[src/rtl/mix_pkg.sv]
package mix_pkg;
  typedef enum logic {
    PH_QUAD = 1'b0,
    PH_INPH = 1'b1
  } phase_e;

  localparam int NUM_PATHS = 2;
  localparam int PATH_I    = 0;
  localparam int PATH_Q    = 1;
endpackage

[src/rtl/mix_lo_hold.sv]
module mix_lo_hold #(
  parameter int LO_W = 16
) (
  input  logic            clk,
  input  logic            rst_n,
  input  logic            inph_fire,
  input  logic            quad_fire,
  input  logic [LO_W-1:0] cos_in,
  input  logic [LO_W-1:0] sin_in,
  output logic [LO_W-1:0] cos_hold,
  output logic [LO_W-1:0] sin_hold,
  output logic            armed
);
  logic [LO_W-1:0] cos_nxt, sin_nxt;
  logic            armed_nxt;

  always_comb begin
    cos_nxt   = cos_hold;
    sin_nxt   = sin_hold;
    armed_nxt = armed;
    if (inph_fire) begin
      cos_nxt   = cos_in;
      sin_nxt   = sin_in;
      armed_nxt = 1'b1;
    end else if (quad_fire) begin
      armed_nxt = 1'b0;
    end
  end

  always_ff @(posedge clk or negedge rst_n) begin
    if (!rst_n) begin
      cos_hold <= '0;
      sin_hold <= '0;
      armed    <= 1'b0;
    end else begin
      cos_hold <= cos_nxt;
      sin_hold <= sin_nxt;
      armed    <= armed_nxt;
    end
  end
endmodule

[src/rtl/mix_mult.sv]
module mix_mult #(
  parameter int A_W = 16,
  parameter int B_W = 16,
  localparam int P_W = A_W + B_W
) (
  input  logic [A_W-1:0] a,
  input  logic [B_W-1:0] b,
  output logic [P_W-1:0] p
);
  logic signed [P_W-1:0] a_ext, b_ext;

  always_comb begin
    a_ext = $signed({{B_W{a[A_W-1]}}, a});
    b_ext = $signed({{A_W{b[B_W-1]}}, b});
    p     = a_ext * b_ext;
  end
endmodule

[src/rtl/mix_integ.sv]
module mix_integ #(
  parameter int P_W   = 32,
  parameter int ACC_W = 36
) (
  input  logic             clk,
  input  logic             rst_n,
  input  logic             en,
  input  logic             sub,
  input  logic [P_W-1:0]   prod,
  output logic [ACC_W-1:0] acc
);
  localparam int EXT_W = ACC_W - P_W;

  logic [ACC_W-1:0] prod_ext;
  logic [ACC_W-1:0] acc_nxt;

  always_comb begin
    prod_ext = {{EXT_W{prod[P_W-1]}}, prod};
    acc_nxt  = acc;
    if (en) begin
      acc_nxt = sub ? (acc - prod_ext) : (acc + prod_ext);
    end
  end

  always_ff @(posedge clk or negedge rst_n) begin
    if (!rst_n) acc <= '0;
    else        acc <= acc_nxt;
  end
endmodule

[src/rtl/cplx_mix_integ.sv]
module cplx_mix_integ #(
  parameter int DATA_W = 16,
  parameter int LO_W   = 16,
  parameter int GROWTH = 4,
  localparam int P_W   = DATA_W + LO_W,
  localparam int ACC_W = P_W + GROWTH
) (
  input  logic              clk,
  input  logic              rst_n,
  input  logic              samp_vld,
  input  logic              samp_phase,
  input  logic [DATA_W-1:0] samp_data,
  input  logic [LO_W-1:0]   lo_cos,
  input  logic [LO_W-1:0]   lo_sin,
  output logic [ACC_W-1:0]  integ_i,
  output logic [ACC_W-1:0]  integ_q,
  output logic              pair_done
);
  import mix_pkg::*;

  // reset: asserted asynchronously, released through two flops
  logic rst_meta, rst_sync_n;
  always_ff @(posedge clk or negedge rst_n) begin
    if (!rst_n) begin
      rst_meta   <= 1'b0;
      rst_sync_n <= 1'b0;
    end else begin
      rst_meta   <= 1'b1;
      rst_sync_n <= rst_meta;
    end
  end

  phase_e          ph;
  logic            inph_fire, quad_fire;
  logic            armed;
  logic [LO_W-1:0] cos_hold, sin_hold;

  always_comb begin
    ph        = phase_e'(samp_phase);
    inph_fire = samp_vld && (ph == PH_INPH);
    quad_fire = samp_vld && (ph == PH_QUAD) && armed;
  end

  mix_lo_hold #(.LO_W(LO_W)) u_hold (
    .clk      (clk),
    .rst_n    (rst_sync_n),
    .inph_fire(inph_fire),
    .quad_fire(quad_fire),
    .cos_in   (lo_cos),
    .sin_in   (lo_sin),
    .cos_hold (cos_hold),
    .sin_hold (sin_hold),
    .armed    (armed)
  );

  // per-path coefficient choice: I path cos then sin, Q path sin then cos
  logic [LO_W-1:0]  coef [NUM_PATHS];
  logic             sub  [NUM_PATHS];
  logic [P_W-1:0]   prod [NUM_PATHS];
  logic [ACC_W-1:0] acc  [NUM_PATHS];

  always_comb begin
    coef[PATH_I] = inph_fire ? lo_cos : sin_hold;
    coef[PATH_Q] = inph_fire ? lo_sin : cos_hold;
    sub[PATH_I]  = quad_fire;
    sub[PATH_Q]  = 1'b0;
  end

  for (genvar g = 0; g < NUM_PATHS; g++) begin : g_path
    mix_mult #(.A_W(DATA_W), .B_W(LO_W)) u_mult (
      .a(samp_data),
      .b(coef[g]),
      .p(prod[g])
    );
    mix_integ #(.P_W(P_W), .ACC_W(ACC_W)) u_integ (
      .clk  (clk),
      .rst_n(rst_sync_n),
      .en   (inph_fire || quad_fire),
      .sub  (sub[g]),
      .prod (prod[g]),
      .acc  (acc[g])
    );
  end

  logic done_nxt;
  always_comb done_nxt = quad_fire;

  always_ff @(posedge clk or negedge rst_sync_n) begin
    if (!rst_sync_n) pair_done <= 1'b0;
    else             pair_done <= done_nxt;
  end

  assign integ_i = acc[PATH_I];
  assign integ_q = acc[PATH_Q];
endmodule


[config.mk]
export PLATFORM = sky130hd
export DESIGN_NAME = cplx_mix_integ
export DESIGN_NICKNAME = d
export VERILOG_FILES = /design/src/rtl/mix_pkg.sv /design/src/rtl/mix_lo_hold.sv /design/src/rtl/mix_mult.sv /design/src/rtl/mix_integ.sv /design/src/rtl/cplx_mix_integ.sv
export SDC_FILE = /design/constraint.sdc
export NUM_CORES = 2
export LEC_CHECK = 0
export ABC_AREA = 1
export BUFFER_PORTS_ARGS = -buffer_cell sky130_fd_sc_hd__buf_4
export CORE_ASPECT_RATIO = 0.8
export CORE_MARGIN = 5
export CORE_UTILIZATION = 60
export CTS_CLUSTER_SIZE = 30
export DETAILED_ROUTE_END_ITERATION = 10
export GPL_TIMING_DRIVEN = 0
export PLACE_DENSITY = 0.82
export REMOVE_ABC_BUFFERS = 1
export SLEW_MARGIN = 20
export SYNTH_ARGS = -nofsm -noshare
export SYNTH_HDL_FRONTEND = slang
export SYNTH_SLANG_ARGS = --single-unit
[constraint.sdc]
create_clock -name clk -period 8.1 [get_ports clk]
set_clock_uncertainty 0.2 [all_clocks]
set_input_delay 1.62 -clock clk [delete_from_list [all_inputs] [get_ports clk]]
set_output_delay 1.62 -clock clk [all_outputs]
set_load 0.01 [all_outputs]
==> impl_metrics.ini <==
[run_status]
status = complete, but fails checks
violations = design-rule violations, negative setup slack

[sta]
tightest_slew_ns = 1.059
setup_ws_ns = -2.292
rsz0062_at_grt = yes
finalHoldViolations = 0
slew_headroom_pct = 29.31
fmax_mhz = 96.23
slew_violations = 0
fin_crit_sh_pct = 128.3
finalSetupViolations = 47
fin_crit_ns = 10.39

[critical_path]
cp-start-kind = input pin
crit_top_cell = nand2_1
slowest_delay_ns = 0.61
crit_family = adder cells
cp_slowest_cell = fa_1
worstSetupPathType = in2reg
endpoint_kind = flop
crit_arrival_ns = 10.53
path_buf_inv = 13
required_ns = 8.24
worstPathMaxFanout = 9

[global_route]
grtUsageMet1_pct = 48.61
grt_use_met3_pct = 14.48
gr-total-overflow = 0
top_usage_layer = met2
track_usage_pct = 35.18
grt_use_met2_pct = 50.84
antenna_found_initial = 3
grt_max_degree = 43
grt_pass1_wl_mm = 148.8
grt_pass1_vias = 28030

[routing]
vias = 29780
wl_per_cell_um = 22.70
drtIter0Drc = 4531
ant_nets = 0
first_pass_iters = 11
viasPerCell = 6.233
drc = 85
drt_wl_total_mm = 108.4

[cts]
cts_buffer_depth = 2
cts_tree = built
clock_latency_ns = 0.45
cts_root_buf = clkbuf_16
cts_buffers = 9
htreeDepth = 3
cts.sinks = 108
clk_pin_slew_worst_paths_ns = 0.10

[synth]
synthSimpleGateAreaFrac_pct = 20.51
ys_ff_latch = 108
synth-compound-area-share_pct = 7.251
synthCells = 3839
netlist_area_mm2 = 0.02918
ys_types = 54
syn_avg_cell_area_um2 = 7.600
synth-adder-area-share_pct = 46.19
ys_warn_count = 0
synth_mux_area_share_pct = 0
synth_top_family_by_area = adder cells
yosys.area_share.xor_xnor_pct = 3.829
ys_seq_area_share_pct = 9.262

[placement]
place.gp.congestion = 0.9643
dp_cells = 4502
dp_hpwl_mm = 66.35
port_buffers = 124

[min_path]
min_path_type = reg2async

[flow_run]
maxCapViolCount = 0

[floorplanning]
pin_count = 125
row_count = 72
die_w_um = 256.6
die-height_um = 207.2
die_area_mm2 = 0.05317
start_util_pct = 60.54
core_mm2 = 0.04820

[layout]
layout.nets = 4955
area.growth.synth_to_final_pct = 25.93
post-route-util_pct = 76.24
drive_above_1_share_pct = 25.51
stdcell_count = 4777
flip-flops by register name, indices dropped and copies added, names as in the netlist:
| name | cells |
|---|---|
| g_path.u_integ.acc | 72 |
| pair_done | 1 |
| rst_meta | 1 |
| rst_sync_n | 1 |
| u_hold.armed | 1 |
| u_hold.cos_hold | 16 |
| u_hold.sin_hold | 16 |
metal layers:
layer	vias up	share of wire (%)	wire length [um]
met2	2732	42	45130
met3	842	17	18300
met1	14090	35	37640
met4	8	6.7	7241
met5	-	0.13	139
li1	12110	-	-
Yosys cell counts, drive strengths merged:
cell type	n	area share, %
conb	1	0.013
nor3b	1	0.026
o31ai	5	0.13
o211ai	3	0.077
nor4	9	0.19
nand3	93	1.6
nand4	35	0.77
clkinv	7	0.090
o21ai	171	2.9
nor2	402	5.4
a21oi	128	2.2
clkbuf	102	1.3
nor4b	1	0.051
o21a	8	0.23
o21bai	6	0.15
buf	2	0.051
o221a	1	0.039
a211oi	2	0.051
a31oi	28	0.60
a21boi	3	0.077
or2	20	0.43
fa	527	36
and3	2	0.043
o211a	1	0.034
o2111ai	3	0.090
a31o	2	0.060
dfrtp	108	9.3
xnor2	58	1.8
and2	4	0.086
ha	234	10
a21o	15	0.39
inv	890	11
a221oi	3	0.090
o221ai	3	0.090
xor2	67	2.0
nand3b	5	0.13
nor3	16	0.31
nand2	873	11
worst register-to-register path, delay by kind of cell (launching register included):
family                   cells  cell delay, ns
flip-flops                   1            0.38
XOR/XNOR                     2            0.61
AO/OA/AOI/OAI                4            0.82
adder cells (fa/ha/maj)      8            3.76
AND/OR/NAND/NOR             17            1.85
buffers and inverters       11            1.24
final cells by class:
cell class / instances / area, um2
antenna: 1 / 2.502
multi-input combinational: 2731 / 25940
fill: 2844 / 11450
sequential: 108 / 2706
inverter: 897 / 3455
clock buffer: 9 / 225.2
tap: 629 / 787.0
timing repair buffer: 395 / 3542
clock inverter: 7 / 82.58
cells in the final DEF (no fill, tap or decap), types with 7 or more instances in the layout:
cell type	Yosys	layout
inv_1	888	807
nand2_1	854	736
fa_1	527	510
buf_4	2	329
nor2_1	385	291
ha_1	234	166
dfrtp_1	108	107
nand2_2	18	100
o21ai_0	153	96
a21oi_1	128	72
nand3_1	90	70
inv_2	2	63
ha_4	0	59
nor2_2	13	57
nor2_4	3	53
xnor2_1	56	50
xor2_1	66	47
a21oi_2	0	45
nand2_4	1	36
buf_6	0	35
nand4_1	34	34
o21ai_2	1	31
o21ai_4	0	24
o21ai_1	17	21
nand3_2	3	19
a31oi_1	28	18
buf_12	0	18
fa_2	0	17
a21o_1	15	15
or2_2	17	13
a21oi_4	0	11
inv_4	0	10
xor2_2	1	10
xor2_4	0	10
clkbuf_16	0	10
ha_2	0	9
buf_16	0	9
clkinvlp_4	0	8
o21a_1	7	7
nor3_2	0	7
path summary, 6_finish.rpt:
path,end,slack [ns],cells past startpoint,start
max,g_path[0].u_integ.acc[33]$_DFFE_PN0P_,-2.29,45,samp_vld
min in group clk,rst_sync_n$_DFF_PN0_,0.17,0,rst_meta$_DFF_PN0_
min,u_hold.sin_hold[14]$_DFFE_PN0N_,0.14,0,rst_sync_n$_DFF_PN0_
max reg2reg,g_path[0].u_integ.acc[33]$_DFFE_PN0P_,-0.85,42,u_hold.sin_hold[4]$_DFFE_PN0N_
max in group asynchronous,rst_sync_n$_DFF_PN0_,6.85,1,rst_n
min reg2reg,u_hold.sin_hold[14]$_DFFE_PN0N_,0.14,0,rst_sync_n$_DFF_PN0_
stage by stage:
stage               cell area [um2]  TNS, ns  setup WS, ns  hold slack (ns)
finish                        36750   -56.68        -2.292           0.1354
global route                  36750   -64.35        -2.349           0.1694
CTS                           34790   -35.34        -1.328           0.1564
detailed placement            30780  -135.36        -3.807           0.1436
global placement              30490  -306.67        -5.871           0.1344
floorplan                     28770  -114.11        -3.272           0.1312
what timing repair did:
item	CTS	global route
setup buffers	162	91
gates cloned	4	2
hold buffers	0	0
setup endpoints to repair	55	53
pin swaps	177	178
resized for setup	550	309
kinds of logic after synthesis:
logic type,after synthesis
adders and majority gates,761
xor gates and xnor gates,125
buffers and inverters,1001
DFF,108
AOI/OAI and AO/OA,382
other,1
and+or+nand+nor,1461
Power is left out: the tool's default activity adds up to more than one toggle a clock period on the data nets, which glitch-free logic cannot reach.
